--- src/rtl/tmr_pkg.sv ---
package tmr_pkg;

  localparam int CNT_W = 16;
  localparam int BUS_W = 16;
  localparam int PS_W  = 8;
  localparam int PCNT_W = PS_W + 1;

  typedef enum logic [2:0] {
    OFS_MODE = 3'd0,
    OFS_REF  = 3'd1,
    OFS_CAP  = 3'd2,
    OFS_CNT  = 3'd3,
    OFS_EVT  = 3'd4
  } tmr_ofs_e;

  typedef enum logic [1:0] {
    SRC_OFF  = 2'b00,
    SRC_SYS  = 2'b01,
    SRC_SLOW = 2'b10,
    SRC_PIN  = 2'b11
  } tmr_src_e;

  // field order is the software-visible bit layout, MSB first
  typedef struct packed {
    logic [PS_W-1:0] presc;
    logic [1:0]      cedge;
    logic            toggle;
    logic            ref_ie;
    logic            restart;
    logic [1:0]      src;
    logic            enable;
  } tmr_mode_t;

  // divide ratio from the prescale field; zero stands for the full range
  function automatic logic [PCNT_W-1:0] presc_ratio(input logic [PS_W-1:0] ps);
    return (ps == '0) ? PCNT_W'(1 << PS_W) : PCNT_W'(ps);
  endfunction

  // capture qualifier from the edge field and the two detected edges
  function automatic logic cap_hit(input logic [1:0] ce, input logic rise, input logic fall);
    return (ce[0] & rise) | (ce[1] & fall);
  endfunction

endpackage

--- src/rtl/tmr_sync_edge.sv ---
module tmr_sync_edge #(
  parameter int STAGES = 2
) (
  input  logic clk,
  input  logic rst_n,
  input  logic din,
  output logic level,
  output logic prev
);
  logic [STAGES-1:0] chain;

  generate
    if (STAGES == 1) begin : g_one
      always_ff @(posedge clk or negedge rst_n)
        if (!rst_n) chain <= '0;
        else        chain <= din;
    end else begin : g_many
      always_ff @(posedge clk or negedge rst_n)
        if (!rst_n) chain <= '0;
        else        chain <= {chain[STAGES-2:0], din};
    end
  endgenerate

  always_ff @(posedge clk or negedge rst_n)
    if (!rst_n) prev <= 1'b0;
    else        prev <= chain[STAGES-1];

  assign level = chain[STAGES-1];
endmodule

--- src/rtl/tmr_tick_src.sv ---
module tmr_tick_src
  import tmr_pkg::*;
#(
  parameter int SLOW_DIV = 16
) (
  input  logic            clk,
  input  logic            rst_n,
  input  logic            en,
  input  logic [1:0]      src,
  input  logic [PS_W-1:0] presc,
  input  logic            pin_rise,
  output logic            tick
);
  localparam int SW = (SLOW_DIV > 1) ? $clog2(SLOW_DIV) : 1;

  logic [SW-1:0]     slow_q;
  logic [PCNT_W-1:0] pcnt_q;
  logic [PCNT_W-1:0] ratio;
  logic              slow_pulse;
  logic              src_pulse;

  assign slow_pulse = (slow_q == SW'(SLOW_DIV - 1));
  assign ratio      = presc_ratio(presc);

  always_comb begin
    unique case (tmr_src_e'(src))
      SRC_OFF:  src_pulse = 1'b0;
      SRC_SYS:  src_pulse = 1'b1;
      SRC_SLOW: src_pulse = slow_pulse;
      SRC_PIN:  src_pulse = pin_rise;
      default:  src_pulse = 1'b0;
    endcase
  end

  assign tick = en && src_pulse && (pcnt_q >= ratio - 1'b1);

  always_ff @(posedge clk or negedge rst_n) begin
    if (!rst_n) begin
      slow_q <= '0;
      pcnt_q <= '0;
    end else if (!en) begin
      slow_q <= '0;
      pcnt_q <= '0;
    end else begin
      slow_q <= slow_pulse ? '0 : slow_q + 1'b1;
      if (src_pulse) pcnt_q <= tick ? '0 : pcnt_q + 1'b1;
    end
  end
endmodule

--- src/rtl/tmr_count.sv ---
module tmr_count
  import tmr_pkg::*;
(
  input  logic             clk,
  input  logic             rst_n,
  input  logic             en,
  input  logic             tick,
  input  logic             restart,
  input  logic             clr,
  input  logic [CNT_W-1:0] ref_val,
  output logic [CNT_W-1:0] count,
  output logic             hit
);
  logic [CNT_W-1:0] step;

  assign step = count + 1'b1;
  assign hit  = tick && !clr && (step == ref_val);

  always_ff @(posedge clk or negedge rst_n) begin
    if (!rst_n)          count <= '0;
    else if (!en || clr) count <= '0;
    else if (tick)       count <= (hit && restart) ? '0 : step;
  end
endmodule

--- src/rtl/tick_timer.sv ---
module tick_timer
  import tmr_pkg::*;
#(
  parameter int SYNC_STAGES = 2,
  parameter int SLOW_DIV    = 16
) (
  input  logic             clk,
  input  logic             rst_n,
  input  logic             bus_sel,
  input  logic             bus_wr,
  input  logic [2:0]       bus_addr,
  input  logic [BUS_W-1:0] bus_wdata,
  output logic [BUS_W-1:0] bus_rdata,
  input  logic             cap_pin,
  input  logic             cnt_pin,
  output logic             tmr_out,
  output logic             irq
);
  tmr_mode_t        mode_q;
  logic [CNT_W-1:0] ref_q;
  logic [CNT_W-1:0] cap_q;
  logic [CNT_W-1:0] count;
  logic             ev_ref_q;
  logic             ev_cap_q;

  logic wr_mode, wr_ref, wr_evt, cnt_clr;
  logic tick, hit, cap_evt;
  logic cap_lvl, cap_prev, pin_lvl, pin_prev;
  logic cap_rise, cap_fall, pin_rise;

  assign wr_mode = bus_sel && bus_wr && (bus_addr == OFS_MODE);
  assign wr_ref  = bus_sel && bus_wr && (bus_addr == OFS_REF);
  assign cnt_clr = bus_sel && bus_wr && (bus_addr == OFS_CNT);
  assign wr_evt  = bus_sel && bus_wr && (bus_addr == OFS_EVT);

  tmr_sync_edge #(.STAGES(SYNC_STAGES)) u_cap_sync (
    .clk(clk), .rst_n(rst_n), .din(cap_pin), .level(cap_lvl), .prev(cap_prev)
  );
  tmr_sync_edge #(.STAGES(SYNC_STAGES)) u_pin_sync (
    .clk(clk), .rst_n(rst_n), .din(cnt_pin), .level(pin_lvl), .prev(pin_prev)
  );

  assign cap_rise = cap_lvl & ~cap_prev;
  assign cap_fall = ~cap_lvl & cap_prev;
  assign pin_rise = pin_lvl & ~pin_prev;

  tmr_tick_src #(.SLOW_DIV(SLOW_DIV)) u_src (
    .clk(clk), .rst_n(rst_n), .en(mode_q.enable), .src(mode_q.src),
    .presc(mode_q.presc), .pin_rise(pin_rise), .tick(tick)
  );

  tmr_count u_cnt (
    .clk(clk), .rst_n(rst_n), .en(mode_q.enable), .tick(tick),
    .restart(mode_q.restart), .clr(cnt_clr), .ref_val(ref_q),
    .count(count), .hit(hit)
  );

  assign cap_evt = mode_q.enable && cap_hit(mode_q.cedge, cap_rise, cap_fall);

  always_ff @(posedge clk or negedge rst_n) begin
    if (!rst_n) begin
      mode_q <= '0;
      ref_q  <= '0;
    end else begin
      if (wr_mode) mode_q <= tmr_mode_t'(bus_wdata);
      if (wr_ref)  ref_q  <= bus_wdata;
    end
  end

  always_ff @(posedge clk or negedge rst_n) begin
    if (!rst_n) cap_q <= '0;
    else if (cap_evt) cap_q <= count;
  end

  // a new event in the same cycle as a clearing write keeps the flag set
  always_ff @(posedge clk or negedge rst_n) begin
    if (!rst_n) begin
      ev_ref_q <= 1'b0;
      ev_cap_q <= 1'b0;
    end else begin
      ev_ref_q <= (ev_ref_q & ~(wr_evt & bus_wdata[0])) | hit;
      ev_cap_q <= (ev_cap_q & ~(wr_evt & bus_wdata[1])) | cap_evt;
    end
  end

  always_ff @(posedge clk or negedge rst_n) begin
    if (!rst_n)             tmr_out <= 1'b0;
    else if (mode_q.toggle) tmr_out <= tmr_out ^ hit;
    else                    tmr_out <= hit;
  end

  assign irq = (ev_ref_q & mode_q.ref_ie) | (ev_cap_q & (|mode_q.cedge));

  always_comb begin
    unique case (bus_addr)
      OFS_MODE: bus_rdata = mode_q;
      OFS_REF:  bus_rdata = ref_q;
      OFS_CAP:  bus_rdata = cap_q;
      OFS_CNT:  bus_rdata = count;
      OFS_EVT:  bus_rdata = {{(BUS_W-2){1'b0}}, ev_cap_q, ev_ref_q};
      default:  bus_rdata = '0;
    endcase
  end
endmodule

--- config.mk ---
export PLATFORM = sky130hd
export DESIGN_NAME = tick_timer
export DESIGN_NICKNAME = d
export VERILOG_FILES = /design/src/rtl/tmr_pkg.sv /design/src/rtl/tmr_sync_edge.sv /design/src/rtl/tmr_tick_src.sv /design/src/rtl/tmr_count.sv /design/src/rtl/tick_timer.sv
export SDC_FILE = /design/constraint.sdc
export NUM_CORES = 1
export LEC_CHECK = 0
export ABC_AREA = 1
export BUFFER_PORTS_ARGS = -buffer_cell sky130_fd_sc_hd__buf_4
export CORE_UTILIZATION = 40
export CTS_CLUSTER_DIAMETER = 80
export DETAILED_ROUTE_END_ITERATION = 16
export HOLD_SLACK_MARGIN = 0.06
export SETUP_SLACK_MARGIN = 0.2
export SKIP_CTS_REPAIR_TIMING = 1
export SLEW_MARGIN = 20
export SYNTH_ARGS = -nofsm -noshare
export SYNTH_HDL_FRONTEND = slang
export SYNTH_SLANG_ARGS = --single-unit
--- constraint.sdc ---
create_clock -name clk -period 3.7 [get_ports clk]
set_clock_uncertainty 0.15 [all_clocks]
set_input_delay 0.37 -clock clk [delete_from_list [all_inputs] [get_ports clk]]
set_output_delay 0.37 -clock clk [all_outputs]
set_load 0.05 [all_outputs]
==> Word-level counts from Yosys, hierarchy flattened <==
Cells that the tools add are included.
{ "op_classes": {"n_mux": 12, "magnitude_cmp": 1, "n_reduce_logical": 19, "n_bitwise": 21, "n_addsub": 4, "eq_ne": 10} }
{ "ops": {"columns": ["op", "n"], "rows": [
  ["one-hot mux 16 bit (5 select lines)", 1],
  ["2-to-1 mux 16 bit", 3],
  ["2-to-1 mux 9 bit", 4],
  ["adder 16 x 1 -> 16 bit, second input constant", 1],
  ["equality test 16 bit", 1],
  ["bitwise AND 1 bit", 11],
  ["logical AND 1 bit", 11],
  ["adder 9 x 1 -> 9 bit, second input constant", 1],
  ["greater-or-equal comparator 9 bit", 1],
  ["subtractor 9 x 1 -> 9 bit, second input constant", 1],
  ["zero test 8 bit", 1],
  ["2-to-1 mux 4 bit", 2],
  ["equality test 3 x 2 -> 1 bit, second input constant", 2],
  ["inverter 1 bit", 5],
  ["adder 4 x 1 -> 4 bit, second input constant", 1],
  ["equality test 2 bit, second input constant", 2],
  ["equality test 4 bit, second input constant", 1],
  ["OR 1 bit", 4],
  ["one-hot mux 1 bit (4 select lines)", 1],
  ["equality test 3 x 1 -> 1 bit, second input constant", 1],
  ["equality test 3 bit, second input constant", 1],
  ["zero test 3 bit", 1],
  ["equality test 2 x 1 -> 1 bit, second input constant", 1],
  ["zero test 1 bit", 2],
  ["other kinds (7)", 7]
]} }
{ "word_totals": {"out_inout_bits": 18, "ff_bits": 86, "inputBits": 25, "wordCells": 86} }

==> Longest topological paths before layout <==
{ "logic_depth": {"ltp_word": 11, "depth_mapped": 23} }

==> Modules after synthesis <==
Synthesis repeated with hierarchy kept, for this count alone.
{ "unflattened": {"cells_unflattened": 807, "area_unflattened_um2": 5740.5} }
{ "modules_own_cells": {"columns": ["module", "cells_each", "seq_area_each_um2", "area_per_inst_um2", "instances"], "rows": [
  ["tick_timer", 363, 1276.2, 2815.2, 1],
  ["tmr_count", 267, 400.4, 1592.8, 1],
  ["tmr_tick_src", 171, 325.3, 1182.4, 1],
  ["tmr_sync_edge", 3, 75.1, 75.1, 2]
]} }

==> Worst setup path after synthesis <==
Ideal clock, no wire load.
{ "synth_path": {"path_kind": "flip-flop to flip-flop", "from": "reg mode_q[8] (netlist bit)", "to": "reg u_cnt.count[10]", "t_arrival_ns": 2.915, "stages_incl_launch_ff": 23, "n_path_buf": 1, "setup_ns": 0.066, "period_less_slack_ns": 3.131, "setup_slack_ns": 0.569, "t_required_ns": 3.484, "cell_sequence": "dfrtp_1 inv_1 ha_1 nand2_1 inv_1 nand4_1 o21ai_0 nand2_1 nor3_1 nand2_1 xor2_1 inv_1 ha_1 nand2_1 nor2_1 nand3b_1 nand4_1 nand2_1 inv_1 nor2_1 clkbuf_1 nand2_1 nand2_1"} }
{ "synth_between": {"elab_chain_cells": 11} }
{ "synth_rtl": {"columns": ["item", "line", "rtl"], "rows": [
  ["start: declaration", "tick_timer.sv:19", "tmr_mode_t mode_q;"],
  ["start signal: assignment", "tick_timer.sv:65", "if (wr_mode) mode_q <= tmr_mode_t'(bus_wdata);"],
  ["zero test 8 bit", "tmr_pkg.sv:36", "return (ps == '0) ? PCNT_W'(1 << PS_W) : PCNT_W'(ps);"],
  ["2-to-1 mux 9 bit (*)", "tmr_pkg.sv:36", null],
  ["subtractor 9 x 1 -> 9 bit (*)", "tmr_tick_src.sv:35", "assign tick = en && src_pulse && (pcnt_q >= ratio - 1'b1);"],
  ["greater-or-equal comparator 9 bit (*)", "tmr_tick_src.sv:35", null],
  ["logical AND 1 bit (*)", "tmr_tick_src.sv:35", null],
  ["logical AND 1 bit (2 in series)", "tmr_count.sv:17", "assign hit = tick && !clr && (step == ref_val);"],
  ["logical AND 1 bit", "tmr_count.sv:22", "else if (tick) count <= (hit && restart) ? '0 : step;"],
  ["2-to-1 mux 16 bit (2 in series)", "tmr_count.sv:22", null],
  ["2-to-1 mux 16 bit", "tmr_count.sv:21", "else if (!en || clr) count <= '0;"],
  ["end signal: assignment", "tmr_count.sv:22", null],
  ["end: declaration", "tmr_count.sv:11", "output logic [CNT_W-1:0] count,"]
]} }
Mark *: on every way between the ends. The rest lies on a longest branch, timed or not. The select of a mux whose other input is x is not followed.
A chain may end at the register's enable or synchronous reset.

==> Worst setup path after layout <==
{ "layout_path": {"from": "reg mode_q[9] (netlist bit)", "to": "reg u_cnt.count[3]"} }
Same word-level chain as after synthesis.

==> parameters.txt <==
Parameter                              Value

Drt
  Starting DRC count in detailed routing    ~250
  Average wire length per cell after detail routing    ~15 um
  Mean number of vias per cell    approximately 5.1
  Overall via count from detail_route    between 4000 and 5000
  Sum of routed wire length over all layers    around 14000 um
  ANT nets after route    0
  Post-route DRC violation count    0
  Count of TritonRoute iterations in the first routing pass    5

Place
  Port Buffer Count    42
  Placed instance count    890
  Final estimated routing congestion in global placement    approximately 0.91
  Total half-perimeter wirelength after legalization and detailed placement    about 10000 um

Synth
  Gate count after technology mapping    between 600 and 700
  Avg Inst Size Synth    7.34 um^2
  Count of flip-flops with a built-in enable after synthesis    0
  Count of synthesis-stage warnings from yosys    0
  Top cells by count, synth    207 x sky130_fd_sc_hd__nand2_1, 93 x sky130_fd_sc_hd__inv_1, 86 x sky130_fd_sc_hd__dfrtp_1, 72 x sky130_fd_sc_hd__o21ai_0, 56 x sky130_fd_sc_hd__nor2_1
  Most area-hungry cell type in the Yosys netlist    sky130_fd_sc_hd__dfrtp_1
  Most common flop cell mapped by yosys    sky130_fd_sc_hd__dfrtp_1
  Share of async-settable or async-resettable flops after synthesis    100%
  Sequential area share after synthesis    a little over two fifths
  Synth Register Bits    between 80 and 90
  Mapped Area    between 0.005 and 0.006 mm^2
  Share of Yosys cell area claimed by the top area cell type    a little over two fifths
  Netlist cell types    37
  Cells taking the most area after synthesis    sky130_fd_sc_hd__dfrtp_1 42%, sky130_fd_sc_hd__nand2_1 15%, sky130_fd_sc_hd__o21ai_0 7.1%
  Number of nets in the synthesized netlist    around 730
  Most frequent cell after synthesis    sky130_fd_sc_hd__nand2_1

Power
  Static Leak    approximately 3 nW
  Power per cell area    around 450 mW/mm^2
  Overall power    between 2 and 3 mW
  Peak supply drop    approximately 0.00027 V

Worst setup path
  Worst Setup Start Kind    flop
  Most frequent cell on the critical path    sky130_fd_sc_hd__nand2_1
  CP Capture Type    flop
  Flop-to-flop setup slack    350 ps
  Critical path fanouts, max    8
  CP Class    flop to flop
  Cell-by-cell trace of the critical path    inv_2, ha_4, nand2_4, inv_2, nand4_1, o21ai_1, nand2_1, nor3_2, nand2_1, xor2_1, inv_1, ha_4, nand2_4, nor2_1, nand3_1, nand4_1, nand2_2, buf_6, nor3_4, nand3_2, clkbuf_16, nand2_1, nand2_1
  CP top delay family    simple AND/OR/NAND/NOR gates
  CP Data Required Time    about 3800 ps
  Worst-path cell with the longest stage delay    sky130_fd_sc_hd__dfrtp_1
  Worst R2R End    u_cnt.count[3]
  Buf/Inv on CP    5
  Arrival time at the worst endpoint    approximately 3400 ps
  Maximum cell stage delay along the critical path    between 400 and 500 ps
  Depth of the worst register-to-register path    23
  Launch instance of the worst register-to-register path    mode_q[9]

Clocking
  H-tree levels    3
  Total CTS buffers    9
  TritonCTS Sinks    86
  Clock transition at path regs    around 70 ps
  Clock latency of the later-clocked register in the worst-skew pair    around 350 ps
  Maximum clock insertion buffer count    2
  Clock tree from TritonCTS    yes
  CTS Root Buffer Type    sky130_fd_sc_hd__clkbuf_16

Layout
  Ant diodes    0
  Layout cells sized above 1    15.8%
  Non-Filler Instances    around 910
  Area growth, synth to finish    19.9%
  Total number of nets in the final design    779
  Final-layout fill cell count    1209

STA
  Setup repair after global routing missed its margin    yes
  Count of pins over their slew limit    0
  Fmax    298 MHz
  Tcrit/Tclk final    roughly nine tenths
  Clock period minus worst slack    between 3000 and 4000 ps
  Number of failing hold endpoints at the final stage    0
  Count of endpoints failing setup in the final report    0
  Worst-Margin Slew    995 ps
  Slew margin rel.    between 30% and 40%

Die
  Die span in y    115 um
  Top-level I/O count    43
  Starting utilization of the core area    a little over two fifths
  Number of standard-cell rows in the floorplan    40
  Die Area    between 0.01 and 0.015 mm^2
  Core Area    0.0122 mm^2
  DIE WIDTH    about 110 um

Min path
  Hold-critical path depth    3
  Hold worst-path end    mode_q[5]
  Path class of the lowest-slack min-delay path    input port to flop
  Hold path start    bus_wdata[5]

Global route
  Antenna violations before repair    0
  Leftover overflow at the end of global routing    0
  Global router's overall resource usage    between 20 and 25%
  Number of global-route vias before repair    roughly 4500
  Maximum number of pins on one net before global-route repair    87
  First-pass GRT wire length    approximately 22000 um

Outcome
  Status    completed

Job
  Number of maximum-capacitance violations    0
-- cells in the final DEF, fill, tap and decap left out, types with 4 or more instances in the layout --
master / instances
sky130_fd_sc_hd__nand4_1: 7
sky130_fd_sc_hd__ha_1: 11
sky130_fd_sc_hd__a221o_1: 4
sky130_fd_sc_hd__inv_1: 90
sky130_fd_sc_hd__buf_4: 49
sky130_fd_sc_hd__nand3_1: 40
sky130_fd_sc_hd__clkbuf_16: 10
sky130_fd_sc_hd__nor2_2: 6
sky130_fd_sc_hd__nand2_1: 204
sky130_fd_sc_hd__xor2_1: 10
sky130_fd_sc_hd__o21ai_0: 71
sky130_fd_sc_hd__nor2_1: 53
sky130_fd_sc_hd__nand2_2: 19
sky130_fd_sc_hd__inv_2: 5
sky130_fd_sc_hd__o22ai_1: 7
sky130_fd_sc_hd__dfrtp_1: 86
sky130_fd_sc_hd__nand3b_1: 5
sky130_fd_sc_hd__nor2_4: 6
sky130_fd_sc_hd__a21oi_1: 12
sky130_fd_sc_hd__a221oi_1: 10
-- kinds of logic after synthesis --
logic type | Yosys count | synth area share, %
and+or+nand+nor | 352 | 30.1
buffers and inverters | 113 | 8.61
other | 1 | 0.0739
xor gates and xnor gates | 13 | 2.59
AOI/OAI and AO/OA | 113 | 13.0
adders and majority gates | 13 | 3.21
DFF | 86 | 42.4
-- per-layer routing --
| metal | wire length (um) | vias to the layer above | global-route usage (%) |
|---|---|---|---|
| met4 | 250 | 0 | 8.74 |
| met2 | 6810 | 101 | 38.1 |
| met1 | 6450 | 2258 | 29.5 |
| met3 | 571 | 16 | 3.49 |
| met5 | 0 | - | 0 |
| li1 | - | 2327 | - |
-- worst register-to-register path, stage by stage, from the launching register on --
cell and delay, ps:
sky130_fd_sc_hd__dfrtp_1 410, sky130_fd_sc_hd__inv_2 90, sky130_fd_sc_hd__ha_4 150, sky130_fd_sc_hd__nand2_4 50, sky130_fd_sc_hd__inv_2 60, sky130_fd_sc_hd__nand4_1 100
sky130_fd_sc_hd__o21ai_1 100, sky130_fd_sc_hd__nand2_1 100, sky130_fd_sc_hd__nor3_2 240, sky130_fd_sc_hd__nand2_1 90, sky130_fd_sc_hd__xor2_1 140, sky130_fd_sc_hd__inv_1 90
sky130_fd_sc_hd__ha_4 270, sky130_fd_sc_hd__nand2_4 60, sky130_fd_sc_hd__nor2_1 100, sky130_fd_sc_hd__nand3_1 100, sky130_fd_sc_hd__nand4_1 140, sky130_fd_sc_hd__nand2_2 90
sky130_fd_sc_hd__buf_6 140, sky130_fd_sc_hd__nor3_4 110, sky130_fd_sc_hd__nand3_2 140, sky130_fd_sc_hd__clkbuf_16 210, sky130_fd_sc_hd__nand2_1 60, sky130_fd_sc_hd__nand2_1 50
-- layout make-up --
| type | instances | area, um^2 | share of cell area, % |
|---|---|---|---|
| Sequential cell | 86 | 2150 | 35.4 |
| Tap cell | 168 | 210 | 3.46 |
| Timing Repair Buffer | 56 | 465 | 7.65 |
| Clock inverter | 7 | 103 | 1.69 |
| Clock buffer | 9 | 225 | 3.70 |
| Multi-Input combinational cell | 492 | 2560 | 42.2 |
| Inverter | 96 | 362 | 5.95 |
-- per-stage QoR --
stage	area [um^2]	hold slack, ps	setup TNS (ps)	setup WS [ps]	utilization, %
6_report	6080	142	0	347	50.0
5_1_grt	6080	151	0	146	50.0
4_1_cts	5900	-39.5	-3500	-248	48.5
3_5_place_dp	5570	193	-2630	-190	45.8
3_3_place_gp	5570	190	0	23.7	45.8
2_1_floorplan	5070	-75.6	0	569	-
-- worst max path at each step --
stage	cells after the start	to	startpoint
global placement	21	u_cnt.count[0]	mode_q[8]
floorplan	22	u_cnt.count[10]	mode_q[8]
detailed placement	21	u_cnt.count[14]	mode_q[8]
finish	23	u_cnt.count[3]	mode_q[9]
global route	22	u_cnt.count[4]	mode_q[10]
CTS	21	u_cnt.count[14]	mode_q[8]
-- registers in the layout (all words and copies together) (netlist names), 2 cells and up --
register and count:
u_src.slow_q 4, u_cap_sync.chain 2, u_src.pcnt_q 9, u_pin_sync.chain 2, u_cnt.count 16, mode_q 16, cap_q 16, ref_q 16
-- report_power, final --
group          internal, mW  total (mW)  switching [mW]
clock network         0.600        1.02           0.419
logic                 0.220       0.593           0.374
registers              1.02        1.12          0.0962
total                  1.84        2.73           0.889
No activity file was read; power rests on OpenSTA's default activity.
